`src/rtl/portsplit_pkg.sv`:
```
package portsplit_pkg;

  typedef enum logic {
    LANES_X4   = 1'b0,
    LANES_X2X2 = 1'b1
  } lane_mode_e;

  // Cycles covering ns nanoseconds at mhz MHz, rounded up.
  function automatic int unsigned hold_cycles(int unsigned mhz, int unsigned ns);
    return (mhz * ns + 999) / 1000;
  endfunction

endpackage

```
`src/rtl/portsplit_sync.sv`:
```
module portsplit_sync #(
  parameter int unsigned W = 3,
  parameter logic [W-1:0] RST_VAL = '0
) (
  input  logic         clk,
  input  logic         rst_n,
  input  logic [W-1:0] d,
  output logic [W-1:0] q
);
  for (genvar gi = 0; gi < W; gi++) begin : g_bit
    logic s1, s2;
    always_ff @(posedge clk or negedge rst_n) begin
      if (!rst_n) begin
        s1 <= RST_VAL[gi];
        s2 <= RST_VAL[gi];
      end else begin
        s1 <= d[gi];
        s2 <= s1;
      end
    end
    assign q[gi] = s2;
  end
endmodule

```
`src/rtl/portsplit_hold_timer.sv`:
```
module portsplit_hold_timer #(
  parameter int unsigned HOLD = 100
) (
  input  logic clk,
  input  logic rst_n,
  input  logic sel_n,
  output logic chg,
  output logic stable_ok
);
  localparam int unsigned CW = $clog2(HOLD + 1);
  localparam logic [CW-1:0] LIMIT = CW'(HOLD);

  logic          prev_q;
  logic [CW-1:0] cnt_q;

  assign chg       = (sel_n != prev_q);
  assign stable_ok = (cnt_q == LIMIT) && !chg;

  always_ff @(posedge clk or negedge rst_n) begin
    if (!rst_n) begin
      prev_q <= 1'b1;
      cnt_q  <= '0;
    end else begin
      prev_q <= sel_n;
      if (chg)                cnt_q <= '0;
      else if (cnt_q != LIMIT) cnt_q <= cnt_q + 1'b1;
    end
  end

  // a change of the select restarts the window
  a_r4_restart: assert property (@(posedge clk) disable iff (!rst_n)
    chg |=> (cnt_q == '0));
  // the count saturates at the window length
  a_r4_bound: assert property (@(posedge clk) disable iff (!rst_n)
    cnt_q <= LIMIT);
endmodule

```
`src/rtl/portsplit_mode_lock.sv`:
```
module portsplit_mode_lock
  import portsplit_pkg::*;
(
  input  logic clk,
  input  logic rst_n,
  input  logic sel_n,
  input  logic a_up,
  input  logic b_up,
  input  logic chg,
  input  logic stable_ok,
  output logic lane_dual,
  output logic pa_en,
  output logic pb_en,
  output logic fault
);
  lane_mode_e mode_q, mode_d;
  logic locked, locked_q, rel, accept, fault_evt;
  logic pa_q, pb_q, fault_q;

  assign locked    = a_up || b_up;
  assign rel       = locked && !locked_q;
  assign accept    = stable_ok && !locked_q;
  assign mode_d    = accept ? (sel_n ? LANES_X4 : LANES_X2X2) : mode_q;
  assign fault_evt = (rel && !stable_ok) || (locked_q && chg);

  always_ff @(posedge clk or negedge rst_n) begin
    if (!rst_n) begin
      mode_q   <= LANES_X4;
      locked_q <= 1'b0;
      pa_q     <= 1'b0;
      pb_q     <= 1'b0;
      fault_q  <= 1'b0;
    end else begin
      mode_q   <= mode_d;
      locked_q <= locked;
      pa_q     <= a_up;
      pb_q     <= b_up && (mode_d == LANES_X2X2);
      fault_q  <= fault_q || fault_evt;
    end
  end

  assign lane_dual = (mode_q == LANES_X2X2);
  assign pa_en     = pa_q;
  assign pb_en     = pb_q;
  assign fault     = fault_q;

  // mode frozen while a port is out of reset
  a_r5_frozen: assert property (@(posedge clk) disable iff (!rst_n)
    locked_q |=> $stable(mode_q));
  // port B never enabled in single-port mode
  a_r2_b_off: assert property (@(posedge clk) disable iff (!rst_n)
    (mode_q == LANES_X4) |-> !pb_q);
  // early release flags a fault
  a_r6_early: assert property (@(posedge clk) disable iff (!rst_n)
    (rel && !stable_ok) |=> fault_q);
  // select moving while locked flags a fault
  a_r7_toggle: assert property (@(posedge clk) disable iff (!rst_n)
    (locked_q && chg) |=> fault_q);
  // fault is sticky
  a_r8_sticky: assert property (@(posedge clk) disable iff (!rst_n)
    fault_q |=> fault_q);
endmodule

```
`src/rtl/portsplit_cfg.sv`:
```
module portsplit_cfg
  import portsplit_pkg::*;
#(
  parameter int unsigned CLK_MHZ = 100,
  parameter int unsigned HOLD_NS = 1000
) (
  input  logic clk,
  input  logic rst_n,
  input  logic dual_sel_n,
  input  logic port_a_rst_n,
  input  logic port_b_rst_n,
  output logic lane_dual,
  output logic port_a_en,
  output logic port_b_en,
  output logic mode_fault,
  output logic serial_iface
);
  localparam int unsigned HOLD = hold_cycles(CLK_MHZ, HOLD_NS);

  logic [2:0] raw, synced;
  logic chg, stable_ok;

  assign raw = {dual_sel_n, port_b_rst_n, port_a_rst_n};

  portsplit_sync #(.W(3), .RST_VAL(3'b100)) u_sync (
    .clk(clk), .rst_n(rst_n), .d(raw), .q(synced)
  );

  portsplit_hold_timer #(.HOLD(HOLD)) u_timer (
    .clk(clk), .rst_n(rst_n), .sel_n(synced[2]),
    .chg(chg), .stable_ok(stable_ok)
  );

  portsplit_mode_lock u_lock (
    .clk(clk), .rst_n(rst_n), .sel_n(synced[2]),
    .a_up(synced[0]), .b_up(synced[1]),
    .chg(chg), .stable_ok(stable_ok),
    .lane_dual(lane_dual), .pa_en(port_a_en), .pb_en(port_b_en),
    .fault(mode_fault)
  );

  assign serial_iface = 1'b0;

  // interface type never reports serial attach
  a_r9_pcie: assert property (@(posedge clk) disable iff (!rst_n)
    !serial_iface);
endmodule

```
`config.mk`:
```
export PLATFORM = sky130hd
export DESIGN_NAME = portsplit_cfg
export DESIGN_NICKNAME = d
export VERILOG_FILES = /design/src/rtl/portsplit_pkg.sv /design/src/rtl/portsplit_sync.sv /design/src/rtl/portsplit_hold_timer.sv /design/src/rtl/portsplit_mode_lock.sv /design/src/rtl/portsplit_cfg.sv
export SDC_FILE = /design/constraint.sdc
export NUM_CORES = 1
export LEC_CHECK = 0
export ABC_AREA = 1
export BUFFER_PORTS_ARGS = -buffer_cell sky130_fd_sc_hd__buf_2
export CAP_MARGIN = 20
export CORE_UTILIZATION = 42
export CTS_CLUSTER_DIAMETER = 50
export DETAILED_ROUTE_END_ITERATION = 7
export GPL_TIMING_DRIVEN = 0
export MAX_ROUTING_LAYER = met4
export SYNTH_ARGS = -nofsm -noshare
export SYNTH_HDL_FRONTEND = slang
export SYNTH_HIERARCHICAL = 1
export SYNTH_SLANG_ARGS = --single-unit
```
`constraint.sdc`:
```
create_clock -name clk -period 1.6 [get_ports clk]
set_input_delay 0.16 -clock clk [delete_from_list [all_inputs] [get_ports clk]]
set_output_delay 0.16 -clock clk [all_outputs]
set_load 0.05 [all_outputs]
```
==> results.json, run 1 <==
{
  "status": "finished clean",
  "clock_sinks": 19,
  "period_share": 0.885,
  "grt_max_degree": 20,
  "grt_pass1_vias": 498,
  "synth_edf_count": 0,
  "slew_violations": 0,
  "yosys.area.top_type": "dfrtp_1",
  "drc": 0,
  "path_clk_slew_ns": 0.10,
  "synth_top_area_share": 0.485,
  "fp.dieH_um": 46.3,
  "cts_buffer_depth": 2,
  "power.density_nw_per_um2": 891,
  "overflow": 0,
  "path_max_fanout": 4,
  "fin_ws_ns": 0.185,
  "core_area_um2": 1780,
  "p_clk_frac": 0.270,
  "num-nets-final": 112,
  "yosys-top-cells-count": "nand2_1, dfrtp_1, nand3_1, nor2_1, inv_1",
  "vias_per_cell": 4.49,
  "tns_ns": 0,
  "hpwlAfterDp_um": 884,
  "wl_per_cell_um": 9.87,
  "synth-xor-area-share": 0.0409,
  "synthCells": 87,
  "r2r_setup_slack_ns": 0.18,
  "cts_max_level": 1,
  "synth_area_per_cell_um2": 9.49,
  "max_freq_mhz": 707,
  "cts-root-buf": "clkbuf_4",
  "ys_seq_area_frac": 0.580,
  "synthArstFlopShare": 1.00,
  "grt_pass1_wl_um": 2140,
  "route.vias.total": 579,
  "seqPwrFrac": 0.600,
  "insertedDiodeCount": 0,
  "fill_cells": 174,
  "worstPathRequired_ns": 1.84,
  "insertion_delay_ns": 0.29,
  "drive_gt1_frac": 0.221,
  "drtAntennaViolNets": 0,
  "hold_class": "input port to asynchronous set/reset pin",
  "firstDrtPassIters": 4,
  "dieArea_um2": 2150,
  "place_ws_ns": 0.107,
  "ios": 10,
  "endpoint_kind": "flip-flop",
  "ys_ff_latch": 19,
  "io_buffers": 8,
  "ir_drop_mv": 0.516,
  "cp-start-kind": "flip-flop",
  "num_rows": 15,
  "synth.area.top_cells": "dfrtp_1, dfstp_2, nand2_1, nand3_1, nor2_1",
  "synth_top_family_by_area": "simple AND/OR/NAND/NOR gates",
  "yosys.area_share.adder": 0.0303,
  "crit_arrival_ns": 1.65,
  "grtUsageTotal": 0.149,
  "layout.cells.non_filler": 129,
  "netlist_area_um2": 826,
  "antenna_found_initial": 0,
  "place_inst": 120,
  "syn2layout_area_growth_pct": 18.5,
  "syn_nets": 94,
  "postRouteWirelength_um": 1270,
  "synth-simple-area-share": 0.217,
  "ys_warn_count": 6,
  "gp_congestion": 0.770,
  "numCtsBuffers": 3,
  "synth.most_common_cell": "nand2_1",
  "yosysUniqueCellTypes": 15,
  "hold_viol_final": 0,
  "finalClockSkew_ns": 0.00431,
  "synthMuxAreaShare": 0,
  "die_x_um": 46.3,
  "p_int_mw": 0.653,
  "rsz0062_at_grt": "no",
  "worst_slew_pin_slew_ns": 0.505,
  "power_leakage_nw": 0.466,
  "synthFlopType": "dfrtp_1",
  "p_switching_mw": 0.218,
  "synth_compound_area_frac": 0.0364,
  "crit_type": "flip-flop to flip-flop",
  "maxCapViolations": 0,
  "swShare": 0.250,
  "cts_tree": "yes",
  "slew_headroom": 0.661,
  "drt-initial-drc-count": 17,
  "setup_viol": 0,
  "fin_crit_ns": 1.42,
  "comb_power_share": 0.130,
  "start_util": 0.463
}
## power by group through the flow
stage	logic (mW)	registers (mW)	clock network, mW
after floorplan	0.0690	0.535	0
after global placement	0.0976	0.532	0
after detailed placement	0.0994	0.533	0
after CTS	0.107	0.524	0.255
after global routing	0.126	0.528	0.277
final	0.113	0.523	0.235
## stage by stage
| step | hold WS, ns | util | area, um^2 | total power [mW] |
|---|---|---|---|---|
| 6_report | 0.332 | 0.549 | 978 | 0.872 |
| 5_1_grt | 0.361 | 0.549 | 978 | 0.931 |
| 4_1_cts | 0.322 | 0.540 | 963 | 0.886 |
| 3_5_place_dp | 0.124 | 0.503 | 897 | 0.633 |
| 3_3_place_gp | 0.117 | 0.503 | 897 | 0.630 |
| 2_1_floorplan | -0.136 | - | 826 | 0.604 |
## metal layers
metal | global-route usage | routed length, um
met5 | - | 0
met4 | 0.0353 | 11
met3 | 0.0706 | 80
met2 | 0.214 | 551
met1 | 0.190 | 629
## flip-flops by register name, indices dropped and copies added, names as in the netlist
signal	count
u_lock/fault	1
u_lock/lane_dual	1
u_timer/cnt_q	7
u_lock/locked_q	1
u_lock/pa_en	1
u_timer/prev_q	1
u_lock/pb_en	1
u_sync/g_bit.s2	3
u_sync/g_bit.s1	3
## logic make-up (layout without fill, tap and decap cells)
family,Yosys count,count (layout)
fa+ha+maj,2,2
flops,19,19
xor+xnor,3,3
buf+inv,15,32
simple gates,42,42
other cells,1,1
compound gates,5,5
## final timing paths
| kind | startpoint | endpoint | depth (start not counted) |
|---|---|---|---|
| max | u_timer/cnt_q[0]$_DFFE_PN0P_ | u_lock/pb_en$_DFF_PN0_ | 10 |
| min reg2reg | u_sync/g_bit[2].s1$_DFF_PN1_ | u_sync/g_bit[2].s2$_DFF_PN1_ | 0 |
| min | rst_n | u_timer/cnt_q[4]$_DFFE_PN0P_ | 2 |
| max in group asynchronous | rst_n | u_sync/g_bit[2].s1$_DFF_PN1_ | 2 |
| min in group clk | u_sync/g_bit[2].s1$_DFF_PN1_ | u_sync/g_bit[2].s2$_DFF_PN1_ | 0 |
| max reg2reg | u_timer/cnt_q[0]$_DFFE_PN0P_ | u_lock/pb_en$_DFF_PN0_ | 10 |
## cell type report
type,count,area [um^2],share of cell area
Buffer,5,37.5,0.0384
Clock buffer,4,26.3,0.0269
Inverter,10,37.5,0.0384
Multi-Input combinational cell,53,279,0.285
Sequential cell,19,479,0.490
Tap cell,25,31.3,0.0320
Timing Repair Buffer,13,87.6,0.0895
## worst max-delay path, cell delays in order, from the launching register on
cell     delay, ns
dfrtp_1       0.42
inv_1         0.09
ha_1          0.17
nand2_1       0.05
nor2_1        0.08
nand2_1       0.15
nor2_4        0.15
nand2_1       0.06
nand2_1       0.05
nand2_1       0.06
nor2_1        0.08
## cell usage in the layout (no fill, tap or decap)
| cell | Yosys | routed |
|---|---|---|
| buf_4 | 5 | 6 |
| nand2_1 | 18 | 18 |
| clkbuf_1 | 0 | 1 |
| nor2_1 | 11 | 10 |
| a21oi_1 | 3 | 3 |
| dlygate4sd3_1 | 0 | 4 |
| xnor2_1 | 2 | 2 |
| nand4_1 | 1 | 1 |
| nand3_1 | 11 | 11 |
| xor2_2 | 1 | 1 |
| ha_1 | 2 | 2 |
| dfrtp_1 | 16 | 16 |
| nor2_4 | 0 | 1 |
| inv_1 | 10 | 10 |
| o21bai_1 | 2 | 2 |
| dfstp_2 | 3 | 3 |
| or2_4 | 1 | 1 |
| conb_1 | 1 | 1 |
| buf_2 | 0 | 8 |
| clkbuf_4 | 0 | 3 |
## what timing repair did
action                                  in CTS  in global routing
endpoints found under the hold margin       19                  0
resized for setup                            0                  2
setup buffers                                0                  1
endpoints found under the setup margin       0                  3
hold buffers                                 4                  0
Power figures use the tool's default switching activity.
==> inputs of run 2 (changes only) <==
--- a/config.mk
+++ b/config.mk
@@ -13,6 +13,7 @@
 export DETAILED_ROUTE_END_ITERATION = 7
 export GPL_TIMING_DRIVEN = 0
 export MAX_ROUTING_LAYER = met4
+export RECOVER_POWER = 100
 export SYNTH_ARGS = -nofsm -noshare
 export SYNTH_HDL_FRONTEND = slang
 export SYNTH_HIERARCHICAL = 1
==> run 2 against run 1 <==
Clock power hardly changed. Combinational power about the same. Critical path depth stayed put. Critical endpoint unchanged. Largest cell class unchanged. Non-clock buffer count unchanged.
==> results.json, run 2 (synthesis gave the netlist of run 1 again) <==
{
  "largest_reg_flops": 7,
  "io_buffers": 8,
  "ios": 10,
  "clock_sinks": 19,
  "crit_arrival_ns": 1.66,
  "finalClockSkew_ns": 0.00479,
  "num_rows": 15,
  "max_freq_mhz": 704,
  "path_max_fanout": 4,
  "worstPathRequired_ns": 1.84,
  "mostFrequentLayoutCell": "nand2_1",
  "antenna_found_initial": 0,
  "hpwlAfterDp_um": 884,
  "drive_gt1_frac": 0.163,
  "rr_worst_depth": 10,
  "path_clk_slew_ns": 0.10,
  "maxCapViolations": 0,
  "use_met2": 0.214,
  "swShare": 0.251,
  "crit_path_frequent_cell": "nand2_1",
  "hold_path_end": "u_sync/g_bit[2].s2$_DFF_PN1_",
  "period_share": 0.887,
  "drtAntennaViolNets": 0,
  "start_util": 0.463,
  "cts_buffer_depth": 2,
  "timing.rr.start": "u_timer/cnt_q[0]$_DFFE_PN0P_",
  "hold_class": "flip-flop to flip-flop",
  "top_register": "u_timer/cnt_q",
  "grt_pass1_wl_um": 2140,
  "endpoint_kind": "flip-flop",
  "overflow": 0,
  "cts_max_level": 1,
  "reg_top3": "u_timer/cnt_q x7, u_sync/g_bit.s1 x3, u_sync/g_bit.s2 x3",
  "r2r_setup_slack_ns": 0.18,
  "firstDrtPassIters": 4,
  "worst_slew_pin_slew_ns": 0.999,
  "r2r-end": "u_lock/pb_en$_DFF_PN0_",
  "ir_drop_mv": 0.516,
  "min_path_cells": 0,
  "busiest_layer": "met2",
  "route.vias.total": 571,
  "syn2layout_area_growth_pct": 17.4,
  "status": "finished clean",
  "crit_type": "flip-flop to flip-flop",
  "hp-start": "u_sync/g_bit[2].s1$_DFF_PN1_",
  "p_int_mw": 0.651,
  "final_cell_mix": "nand2_1, dfrtp_1, nand3_1",
  "postRouteWirelength_um": 1280,
  "drc": 0,
  "wl_per_cell_um": 9.91,
  "power_mw": 0.870,
  "vias_per_cell": 4.43,
  "cp_slowest_cell": "dfrtp_1",
  "grt_max_degree": 20,
  "cts_tree": "yes",
  "dieArea_um2": 2150,
  "p_clk_frac": 0.270,
  "crit_family": "simple AND/OR/NAND/NOR gates",
  "seqPwrFrac": 0.602,
  "drt-initial-drc-count": 17,
  "insertion_delay_ns": 0.29,
  "fp.dieH_um": 46.3,
  "fill_cells": 176,
  "setup_viol": 0,
  "worstPathBufferInverterCount": 1,
  "slowest_delay_ns": 0.43,
  "gr-usage-met3": 0.0706,
  "rsz0062_at_grt": "no",
  "tns_ns": 0,
  "core_area_um2": 1780,
  "hold_viol_final": 0,
  "cp-start-kind": "flip-flop",
  "slew_headroom": 0.334,
  "insertedDiodeCount": 0,
  "use_met1": 0.190,
  "cts-root-buf": "clkbuf_4",
  "comb_power_share": 0.128,
  "multiInputGateArea_um2": 277,
  "regArea_um2": 479,
  "p_switching_mw": 0.218,
  "slew_violations": 0,
  "power.density_nw_per_um2": 897,
  "num-nets-final": 112,
  "fin_crit_ns": 1.42,
  "path_cells": "inv_1, ha_1, nand2_1, nor2_1, nand2_1, nor2_4, nand2_1, nand2_1, nand2_1, nor2_1",
  "grtUsageTotal": 0.149,
  "numCtsBuffers": 3,
  "die_x_um": 46.3,
  "power_leakage_nw": 0.448,
  "grt_pass1_vias": 498,
  "gp_congestion": 0.770
}
-- run 2: changes by cell type in the layout (fill, tap and decap cells not counted), sizes merged --
| cell | before | now |
|---|---|---|
| clkbuf | 4 | 10 |
| buf | 14 | 8 |
-- run 2: worst max path at each step --
stage                     slack (ns)                     end  cells past startpoint                          from
final                           0.18  u_lock/pb_en$_DFF_PN0_                     10  u_timer/cnt_q[0]$_DFFE_PN0P_
after global routing            0.03  u_lock/pb_en$_DFF_PN0_                     10  u_timer/cnt_q[0]$_DFFE_PN0P_
after CTS                       0.09  u_lock/pb_en$_DFF_PN0_                      9  u_timer/cnt_q[0]$_DFFE_PN0P_
after detailed placement        0.11  u_lock/pb_en$_DFF_PN0_                      9  u_timer/cnt_q[0]$_DFFE_PN0P_
after global placement          0.11  u_lock/pb_en$_DFF_PN0_                      9  u_timer/cnt_q[0]$_DFFE_PN0P_
after floorplan                 0.27  u_lock/pb_en$_DFF_PN0_                      9  u_timer/cnt_q[0]$_DFFE_PN0P_
-- run 2: area by class of cell --
type	count	share of cell area
inverter	10	0.0387
multi-input combinational	53	0.285
sequential	19	0.494
clock buffer	4	0.0271
tap	25	0.0323
buffer	5	0.0387
timing repair buffer	13	0.0839
-- run 2: power by group through the flow --
stage	Clock, mW	Combinational (mW)	Sequential, mW
after floorplan	0	0.0690	0.535
after global placement	0	0.0976	0.532
after detailed placement	0	0.0994	0.533
after CTS	0.255	0.107	0.524
after global routing	0.277	0.124	0.528
final	0.235	0.111	0.524
-- run 2: layer usage --
| layer | wire, um | up-vias |
|---|---|---|
| met5 | 0 | - |
| met4 | 11 | 0 |
| met3 | 72 | 3 |
| met2 | 551 | 14 |
| met1 | 643 | 257 |
| li1 | - | 297 |
-- run 2: stage by stage --
| stage | instances | worst slack, ns | cell area (um^2) | hold WS [ns] | utilization |
|---|---|---|---|---|---|
| after detailed placement | 120 | 0.107 | 897 | 0.124 | 0.503 |
| after global routing | 129 | 0.0298 | 970 | 0.367 | 0.544 |
| after CTS | 128 | 0.0910 | 963 | 0.322 | 0.540 |
| final | 129 | 0.180 | 970 | 0.360 | 0.544 |
| after global placement | 120 | 0.106 | 897 | 0.117 | 0.503 |
| after floorplan | 87 | 0.272 | 826 | -0.136 | - |
-- run 2: repair_timing --
action,4_1_cts,5_1_grt
hold endpoints to repair,19,0
hold buffers,4,0
setup endpoints to repair,0,3
buffers inserted,0,1
gates resized for setup,0,2
